===== src/rtl/xrr_pkg.sv =====
package xrr_pkg;
   typedef enum logic [2:0] {
      SPD_10M  = 3'd0,
      SPD_100M = 3'd1,
      SPD_1G   = 3'd2,
      SPD_10G  = 3'd3,
      SPD_2G5  = 3'd4,
      SPD_5G   = 3'd5
   } xrr_speed_e;

   localparam logic [7:0] XRR_IDLE_BYTE  = 8'h07;
   localparam logic [7:0] XRR_START_BYTE = 8'hFB;
endpackage


===== src/rtl/xrr_speed_sel.sv =====
module xrr_speed_sel
   import xrr_pkg::*;
#(
   parameter int F10M  = 1000,
   parameter int F100M = 100,
   parameter int F1G   = 10,
   parameter int F2G5  = 4,
   parameter int F5G   = 2,
   parameter int F10G  = 1,
   parameter int CNT_W = 10
) (
   input  logic             an_en,
   input  logic [2:0]       cfg_speed,
   input  logic [2:0]       an_speed,
   output logic [CNT_W-1:0] last_idx
);
   localparam logic [CNT_W-1:0] L10M  = CNT_W'(F10M - 1);
   localparam logic [CNT_W-1:0] L100M = CNT_W'(F100M - 1);
   localparam logic [CNT_W-1:0] L1G   = CNT_W'(F1G - 1);
   localparam logic [CNT_W-1:0] L2G5  = CNT_W'(F2G5 - 1);
   localparam logic [CNT_W-1:0] L5G   = CNT_W'(F5G - 1);
   localparam logic [CNT_W-1:0] L10G  = CNT_W'(F10G - 1);

   logic [2:0] code;

   assign code = an_en ? an_speed : cfg_speed;

   always_comb begin
      case (code)
         SPD_10M:  last_idx = L10M;
         SPD_100M: last_idx = L100M;
         SPD_1G:   last_idx = L1G;
         SPD_2G5:  last_idx = L2G5;
         SPD_5G:   last_idx = L5G;
         SPD_10G:  last_idx = L10G;
         default:  last_idx = L10G;
      endcase
   end
endmodule


===== src/rtl/xrr_tx_rep.sv =====
module xrr_tx_rep
   import xrr_pkg::*;
#(
   parameter int LANES = 4,
   parameter int CNT_W = 10
) (
   input  logic                 clk,
   input  logic                 rst_n,
   input  logic [CNT_W-1:0]     last_idx,
   input  logic [8*LANES-1:0]   mac_data,
   input  logic [LANES-1:0]     mac_ctrl,
   input  logic                 mac_valid,
   output logic                 mac_ready,
   output logic [8*LANES-1:0]   line_data,
   output logic [LANES-1:0]     line_ctrl
);
   localparam int DATA_W = 8 * LANES;
   localparam logic [DATA_W-1:0] IDLE_D = {LANES{XRR_IDLE_BYTE}};
   localparam logic [LANES-1:0]  IDLE_C = {LANES{1'b1}};

   logic [CNT_W-1:0] phase;
   logic             at_start;

   assign at_start  = (phase == '0);
   assign mac_ready = at_start;

   always_ff @(posedge clk) begin
      if (!rst_n) begin
         phase     <= '0;
         line_data <= IDLE_D;
         line_ctrl <= IDLE_C;
      end else begin
         phase <= (phase >= last_idx) ? '0 : phase + CNT_W'(1);
         if (at_start) begin
            line_data <= mac_valid ? mac_data : IDLE_D;
            line_ctrl <= mac_valid ? mac_ctrl : IDLE_C;
         end
      end
   end
endmodule


===== src/rtl/xrr_rx_dec.sv =====
module xrr_rx_dec
   import xrr_pkg::*;
#(
   parameter int LANES           = 4,
   parameter int CNT_W           = 10,
   parameter bit ALIGN_ON_START  = 1'b1
) (
   input  logic                 clk,
   input  logic                 rst_n,
   input  logic [CNT_W-1:0]     last_idx,
   input  logic [8*LANES-1:0]   line_data,
   input  logic [LANES-1:0]     line_ctrl,
   input  logic                 line_valid,
   output logic [8*LANES-1:0]   mac_data,
   output logic [LANES-1:0]     mac_ctrl,
   output logic                 mac_valid
);
   logic [CNT_W-1:0] slot;
   logic             is_start;
   logic             take;

   generate
      if (ALIGN_ON_START) begin : g_align
         assign is_start = line_ctrl[0] && (line_data[7:0] == XRR_START_BYTE);
      end else begin : g_free
         assign is_start = 1'b0;
      end
   endgenerate

   assign take = line_valid && ((slot == '0) || is_start);

   always_ff @(posedge clk) begin
      if (!rst_n) begin
         slot      <= '0;
         mac_valid <= 1'b0;
         mac_data  <= '0;
         mac_ctrl  <= '0;
      end else begin
         mac_valid <= take;
         if (take) begin
            mac_data <= line_data;
            mac_ctrl <= line_ctrl;
         end
         if (line_valid) begin
            if (take)
               slot <= (last_idx == '0) ? '0 : CNT_W'(1);
            else
               slot <= (slot >= last_idx) ? '0 : slot + CNT_W'(1);
         end
      end
   end
endmodule


===== src/rtl/xgmii_rate_rep.sv =====
module xgmii_rate_rep
   import xrr_pkg::*;
#(
   parameter int LANES            = 4,
   parameter int F10M             = 1000,
   parameter int F100M            = 100,
   parameter int F1G              = 10,
   parameter int F2G5             = 4,
   parameter int F5G              = 2,
   parameter int F10G             = 1,
   parameter bit RX_ALIGN_ON_START = 1'b1
) (
   input  logic        clk,
   input  logic        rst_n,
   input  logic        an_en,
   input  logic [2:0]  cfg_speed,
   input  logic [2:0]  an_speed,
   input  logic [31:0] tx_mac_data,
   input  logic [3:0]  tx_mac_ctrl,
   input  logic        tx_mac_valid,
   output logic        tx_mac_ready,
   output logic [31:0] tx_line_data,
   output logic [3:0]  tx_line_ctrl,
   input  logic [31:0] rx_line_data,
   input  logic [3:0]  rx_line_ctrl,
   input  logic        rx_line_valid,
   output logic [31:0] rx_mac_data,
   output logic [3:0]  rx_mac_ctrl,
   output logic        rx_mac_valid
);
   localparam int DATA_W = 8 * LANES;
   localparam int MAXF   = F10M;
   localparam int CNT_W  = $clog2(MAXF + 1);

   generate
      if (DATA_W != 32) begin : g_bad_width
         $error("xgmii_rate_rep: port width fixed at 32 bits, LANES must be 4");
      end
      if (!(F10G >= 1 && F5G >= F10G && F2G5 >= F5G && F1G >= F2G5 &&
            F100M >= F1G && F10M >= F100M)) begin : g_bad_factor
         $error("xgmii_rate_rep: factors must be >= 1 and fall with speed");
      end
   endgenerate

   logic [CNT_W-1:0] last_idx;

   xrr_speed_sel #(
      .F10M (F10M), .F100M(F100M), .F1G(F1G),
      .F2G5 (F2G5), .F5G  (F5G),   .F10G(F10G),
      .CNT_W(CNT_W)
   ) u_sel (
      .an_en    (an_en),
      .cfg_speed(cfg_speed),
      .an_speed (an_speed),
      .last_idx (last_idx)
   );

   xrr_tx_rep #(.LANES(LANES), .CNT_W(CNT_W)) u_tx (
      .clk      (clk),
      .rst_n    (rst_n),
      .last_idx (last_idx),
      .mac_data (tx_mac_data),
      .mac_ctrl (tx_mac_ctrl),
      .mac_valid(tx_mac_valid),
      .mac_ready(tx_mac_ready),
      .line_data(tx_line_data),
      .line_ctrl(tx_line_ctrl)
   );

   xrr_rx_dec #(
      .LANES(LANES), .CNT_W(CNT_W), .ALIGN_ON_START(RX_ALIGN_ON_START)
   ) u_rx (
      .clk       (clk),
      .rst_n     (rst_n),
      .last_idx  (last_idx),
      .line_data (rx_line_data),
      .line_ctrl (rx_line_ctrl),
      .line_valid(rx_line_valid),
      .mac_data  (rx_mac_data),
      .mac_ctrl  (rx_mac_ctrl),
      .mac_valid (rx_mac_valid)
   );
endmodule


===== config.mk =====
export PLATFORM = sky130hd
export DESIGN_NAME = xgmii_rate_rep
export DESIGN_NICKNAME = d
export VERILOG_FILES = /design/src/rtl/xrr_pkg.sv /design/src/rtl/xrr_speed_sel.sv /design/src/rtl/xrr_tx_rep.sv /design/src/rtl/xrr_rx_dec.sv /design/src/rtl/xgmii_rate_rep.sv
export SDC_FILE = /design/constraint.sdc
export NUM_CORES = 1
export LEC_CHECK = 0
export ABC_AREA = 1
export BUFFER_PORTS_ARGS = -buffer_cell sky130_fd_sc_hd__buf_2
export CAP_MARGIN = 0
export CORE_AREA = 2 2 102 104
export DETAILED_ROUTE_END_ITERATION = 10
export DIE_AREA = 0 0 104 106
export GPL_TIMING_DRIVEN = 0
export PLACE_DENSITY = 0.79
export SKIP_CTS_REPAIR_TIMING = 1
export SYNTH_ARGS = -nofsm -noshare
export SYNTH_HDL_FRONTEND = slang
export SYNTH_HIERARCHICAL = 1
export SYNTH_SLANG_ARGS = --single-unit

===== constraint.sdc =====
create_clock -name clk -period 2.25 [get_ports clk]
set_input_delay 0 -clock clk [delete_from_list [all_inputs] [get_ports clk]]
set_output_delay 0 -clock clk [all_outputs]
set_load 0.05 [all_outputs]

[Word level (Yosys, flattened, before mapping)]
Index checks and enable logic that the tools add are counted.
Storage, ports and cells
  input bits: 83
  output and inout bits: 74
  register bits: 93
Cells by class
  reduce and logical (&&, ||, !) cells: 8
  equality and inequality tests: 5
  muxes and demuxes: 7
  add/subtract/negate cells: 2
  $lt $le $gt $ge: 2
  bitwise operators: 1
Operators with widths (count)
  one-hot mux 10 bit (5 select lines): 1
  two-way mux 32 bit: 1
  zero test 10 bit: 3
  adder 10 x 1 -> 10 bit, second input constant: 2
  >= comparator 10 bit: 2
  two-way mux 10 bit: 2
  equality test 8 bit, second input constant: 1
  equality test 3 bit, second input constant: 2
  two-way mux 4 bit: 1
  equality test 3 x 1 -> 1 bit, second input constant: 1
  equality test 3 x 2 -> 1 bit, second input constant: 1
  zero test 3 bit: 1
  two-way mux 3 bit: 1
  logical AND 1 bit: 2
  OR reduction 2 bit: 1
  logical OR 1 bit: 1
  two-way mux 1 bit: 1
  NOT 1 bit: 1

[Logic depth before layout (Yosys ltp)]
  depth in word-level cells: 6
  gate-level depth with buffers: 15
  depth with buffers taken out: 14

[Cells and area by module]
The synthesis kept the hierarchy.
By module, submodules not included
  xrr_rx_dec: cells an instance 326, area each 2402.3 um^2, times used 1
  xrr_tx_rep: cells an instance 336, area each 2391.0 um^2, times used 1
  xrr_speed_sel: cells an instance 32, area each 153.9 um^2, times used 1

[Worst setup path before layout]
Ideal clock, no wire load.
  path type: input to register
  start: input an_en
  end: register u_rx.slot[2]
  arrival: 1.701 ns
  library setup time: 0.070 ns
  cell stages on the path: 14
  data required time: 2.180 ns
  slack: 0.479 ns
  cell sequence: inv_2 > nand2_1 > nand2_2 > nand2_2 > nor2_2 > buf_4 > inv_1 > ha_1 > a21o_1 > nor2_1 > nand2_1 > nor2_1 > nand3_1 > a21oi_1
Between the ends
  cells in the longest elaborated chain, start to end: 6
  elaborated cells between the ends (all ways): 10
  classes of those cells: 1 x order compare; 4 x eq/ne; 4 x mux; 1 x reduce/logical
Ends and longest elaborated chain
  from (decl): RTL line xgmii_rate_rep.sv:15  | input logic an_en,
  two-way mux 3 bit *: RTL line xrr_speed_sel.sv:26  | assign code = an_en ? an_speed : cfg_speed;
  equality test 3 bit, or another cell as far along: RTL line xrr_speed_sel.sv:29  | case (code)
  one-hot mux 10 bit (5 select lines) *: RTL line xrr_speed_sel.sv:29
  via last_idx[2]: RTL line xgmii_rate_rep.sv:45  | logic [CNT_W-1:0] last_idx;
  >= comparator 10 bit *: RTL line xrr_rx_dec.sv:48  | slot <= (slot >= last_idx) ? '0 : slot + CNT_W'(1);
  two-way mux 10 bit *: RTL line xrr_rx_dec.sv:48
  two-way mux 10 bit *: RTL line xrr_rx_dec.sv:45  | if (take)
  to (signal assigned): RTL line xrr_rx_dec.sv:46  | slot <= (last_idx == '0) ? '0 : CNT_W'(1);
  to (signal assigned): RTL line xrr_rx_dec.sv:48
  to (decl): RTL line xrr_rx_dec.sv:18  | logic [CNT_W-1:0] slot;
The timed path passes the listed nets; every way through them passes the cells marked *.
A chain may end at the register's enable or synchronous reset.

[Worst setup path in the final report]
  start: register u_rx.slot[0]
  end: register u_rx.slot[1]
Between the ends
  cells in the longest elaborated chain, start to end: 4
  elaborated cells between the ends (all ways): 7
  classes of those cells: 1 x add/sub; 1 x order compare; 2 x mux; 3 x reduce/logical
Ends and longest elaborated chain (RTL line)
  parallel branches: the longest is 3 deep, another holds adder 10 x 1 -> 10 bit
  two-way mux 10 bit *: xrr_rx_dec.sv:45
Mark *: on every way between the ends.

==> results.md <==
- The largest total area in the synthesized netlist belongs to sky130_fd_sc_hd__dfxtp_1.
- The transition time at the pin with the least slew margin is approximately 0.7 ns.
- For this block, the initial DRC count from the detailed router was 370.
- The TritonCTS sink count is 93.
- The multi-input combinational cells in the finished layout cover a total of between 2000 and 2500 µm².
- The post-layout instance count excluding filler cells is around 1100.
- For this configuration, the core starts out at a cell density of 49.47%.
- For this run, asynchronously set or reset flops after synthesis account for 0%.
- The total number of nets in the final design is a little over 1000.
- The final HPWL from detailed placement is between 8000 and 9000 µm.
- The max-slew violation total from the final report is 0.
- Relative to the synthesized area, the layout overhead comes to 36.87%.
- The count of input and output buffers is approximately 160.
- OpenSTA, run right after detailed placement, puts the worst setup slack at -0.04739 ns.
- The post-route worst hold slack is -0.04252 ns.
- The fraction of synthesized cell area taken by the top area cell type is a little under two fifths.
- The number of buffers inserted during clock tree synthesis is 9.
- The post-synthesis cell type count is 35.
- The critical path goes through inv_1 > ha_1 > nand2_1 > nand3_1 > nand3_1 > nand2_1 > nor2_1 > nand3_1 > a21oi_1.
- The flow ran to the end, but the final reports show violations.
- For this design the top-level I/O count stands at around 160.
- The cell count after placement is between 900 and 1000.
- The number of antenna violations at the first check in global routing is 0.
- Ranked by total cell area, the synthesized netlist is headed by sky130_fd_sc_hd__dfxtp_1, sky130_fd_sc_hd__nand2_1, sky130_fd_sc_hd__nor2_1.
- For this run, the leading register cell type out of synthesis is sky130_fd_sc_hd__dfxtp_1.
- The number of inserted filler cells in the final layout is 802.
- The floorplan has 37 rows.
- The diode insertion count for antenna repair is 0.
- The number of cells produced by synthesis is 694.
- In this run the worst path has a maximum fanout of 10.
- The worst setup path is launched from a flip-flop.
- From bottom edge to top edge, the die measures ~110 µm.
- The clock tree from TritonCTS is built.
- The largest stage delay on the critical path is approximately 0.53 ns.
- The most common cell type on the critical path is sky130_fd_sc_hd__nand3_1.
- The overflow left after global routing is 0.
- Yosys mapped a number of flops with a built-in enable equal to 0.
- The final period demand of the worst path is between 1.5 and 2 ns.
- The synthesized design contains 93 register bits.
- The worst clock skew is 0.01555 ns.
- Entering global routing, the biggest net connects 18 pins.
- The post-route total power is 0.005291 W.
- After synthesis, flip-flops and latches occupy 37.63% of the total area.
- The total die area is ~11000 µm².
- The synthesized netlist net count is between 800 and 900.
- The final design utilization is 67.72%.
- The critical path required time is 2.55 ns.
- The max-capacitance violation count is 0.
- The number of vias per cell is about 4.9.
- Across all setup checks in the final design, the least slack found is between 0.2 and 0.3 ns.
- Setup repair after global routing left no endpoint under its margin.
- The timing-limited maximum frequency is between 0.5 and 0.6 GHz.
- The worst ir drop on vdd is 0.4854 mV.
- The worst hold path class is input pin to flip-flop.
- The area of the core is 10000 µm².
- The total of endpoints with negative setup slack in the final report is 0.
- The worst-case clock buffer depth is 2.
- Summed over all cells, the static leakage comes to 3.414 nW.
- The count of nets left with antenna violations once routing finished came out at 0.
- The final hold violation count is 3.
- The mapped cell area is around 5000 µm².
- The clock transition at the registers of the reported paths is roughly 0.10 ns.
- The final layout contains routed wiring with a total length of ~13000 µm.
- For this run, the detailed router's first-pass iteration total came to 5.
- In the routed design, unresolved DRC markers number 0.
- The master of the slowest instance on the critical path is sky130_fd_sc_hd__nor2_1.
- The category of the most critical setup path is flip-flop to flip-flop.
- Cells with a size suffix above 1 make up 24.60% of the layout.
- The design area is slightly below 7000 µm².
- The first global-routing pass estimated between 15000 and 20000 µm of wire.
- After detailed routing, the average wire length per cell comes to ~13 µm.
- The top cell types in the final layout, fill and taps aside, are sky130_fd_sc_hd__buf_2, sky130_fd_sc_hd__nand2_1, sky130_fd_sc_hd__nor2_1.
- The checks that failed: hold timing.
- The worst pin sits at a relative slew slack of roughly 53%.
- During synthesis, Yosys emitted a total of 6 warnings.
- The library cell used most frequently in the layout, excluding fill and tap cells, is sky130_fd_sc_hd__buf_2.
- The power density over cell area is about 780 nW/µm².
- The clock tree synthesis step divided the H-tree into 3 levels.
- The overall fraction of global-route tracks in use is a little over a fifth.
- The die is roughly 100 µm wide.
- The weighted congestion reported at the end of routability-driven placement is 0.8267.
- The via count is 5215.
- Summing all placed instances gives a cell area of 5898 µm².
- The arrival time at the worst endpoint is 2.27 ns.
- The clock latency of the later-clocked register in the worst-skew pair is 0.36 ns.
- The via count of the first global-routing pass is between 4000 and 5000.
- The register area is approximately 1900 µm².
- The sort of element at the end of the critical path is a flip-flop.
- The mean area per synthesized cell is ~7.1 µm².
- The final critical path takes up between 80% and 90% of the cycle.
- The root cell of the clock tree is sky130_fd_sc_hd__clkbuf_8.
-- flip-flops by register name, summed over array words and instances (netlist names) --
| register | cells |
|---|---|
| u_tx/line_data | 32 |
| u_tx/phase | 10 |
| u_rx/mac_valid | 1 |
| u_rx/slot | 10 |
| u_tx/line_ctrl | 4 |
| u_rx/mac_ctrl | 4 |
| u_rx/mac_data | 32 |
-- critical path: cells and delay by family (launching register included) --
kind | cells | cell delay [ns]
adder cells (fa/ha/maj) | 1 | 0.28
AO/OA/AOI/OAI | 1 | 0.15
buffers and inverters | 1 | 0.11
AND/OR/NAND/NOR | 6 | 0.96
flip-flops | 1 | 0.42
-- report_power, final --
group	internal (W)	switching, W	leakage (nW)	total (W)
clock network	0.000414	0.000626	0.0800	0.00104
registers	0.00187	0.000114	0.767	0.00199
logic	0.000715	0.00155	2.57	0.00226
-- layer usage --
layer / up-vias / global-route usage, % / share of wire (%)
met4: 0 / 5.598 / 2.2
met3: 36 / 4.721 / 5.5
li1: 2671 / - / -
met5: - / 0 / 0
met1: 2305 / 28.52 / 44
met2: 203 / 34.35 / 48
-- cell type report --
| type | count | share of cell area [%] |
|---|---|---|
| Timing Repair Buffer | 225 | 21.73 |
| Sequential cell | 93 | 27.49 |
| Clock inverter | 7 | 0.8684 |
| Clock buffer | 9 | 1.829 |
| Multi-Input combinational cell | 476 | 35.98 |
| Inverter | 88 | 4.915 |
| Buffer | 37 | 4.675 |
| Tap cell | 136 | 2.513 |
-- synthesized netlist by cell type (4+ instances only) --
cell type,count
sky130_fd_sc_hd__a21oi_1,51
sky130_fd_sc_hd__buf_12,4
sky130_fd_sc_hd__buf_2,6
sky130_fd_sc_hd__buf_4,5
sky130_fd_sc_hd__buf_6,7
sky130_fd_sc_hd__clkbuf_1,11
sky130_fd_sc_hd__dfxtp_1,93
sky130_fd_sc_hd__ha_1,24
sky130_fd_sc_hd__inv_1,86
sky130_fd_sc_hd__nand2_1,137
sky130_fd_sc_hd__nand2_2,6
sky130_fd_sc_hd__nand3_1,42
sky130_fd_sc_hd__nand4_1,6
sky130_fd_sc_hd__nor2_1,95
sky130_fd_sc_hd__nor2_2,19
sky130_fd_sc_hd__o21ai_0,26
sky130_fd_sc_hd__o21ai_1,30
sky130_fd_sc_hd__o21bai_1,20
-- kinds of logic (layout without fill, tap and decap cells) --
group	after synthesis	after routing	synth area share, %
AND/OR/NAND/NOR	316	316	27.90
AO/OA/AOI/OAI	130	130	14.31
buffers and inverters	125	366	13.13
flip-flops	93	93	37.63
adder cells (fa/ha/maj)	24	24	6.070
XOR/XNOR	5	5	0.8853
other	1	1	0.07580
-- stage by stage --
step,hold slack [ns],setup TNS (ns)
6_report,-0.04252,0
5_1_grt,0.0007148,0
4_1_cts,-0.1603,0
3_5_place_dp,0.2364,-0.3192
3_3_place_gp,0.2352,-0.1420
2_1_floorplan,0.1384,0
-- path summary, 6_finish.rpt --
check	start	end	slack [ns]	depth (start not counted)
hold reg to reg	u_tx/line_data[26]	u_tx/line_data[26]	0.46	2
setup reg to reg	u_rx/slot[0]	u_rx/slot[1]	0.28	9
hold / removal	tx_mac_data[27]	u_tx/line_data[27]	-0.04	5
setup / recovery	u_rx/slot[0]	u_rx/slot[1]	0.28	9
No activity file was read; power rests on OpenSTA's default activity.
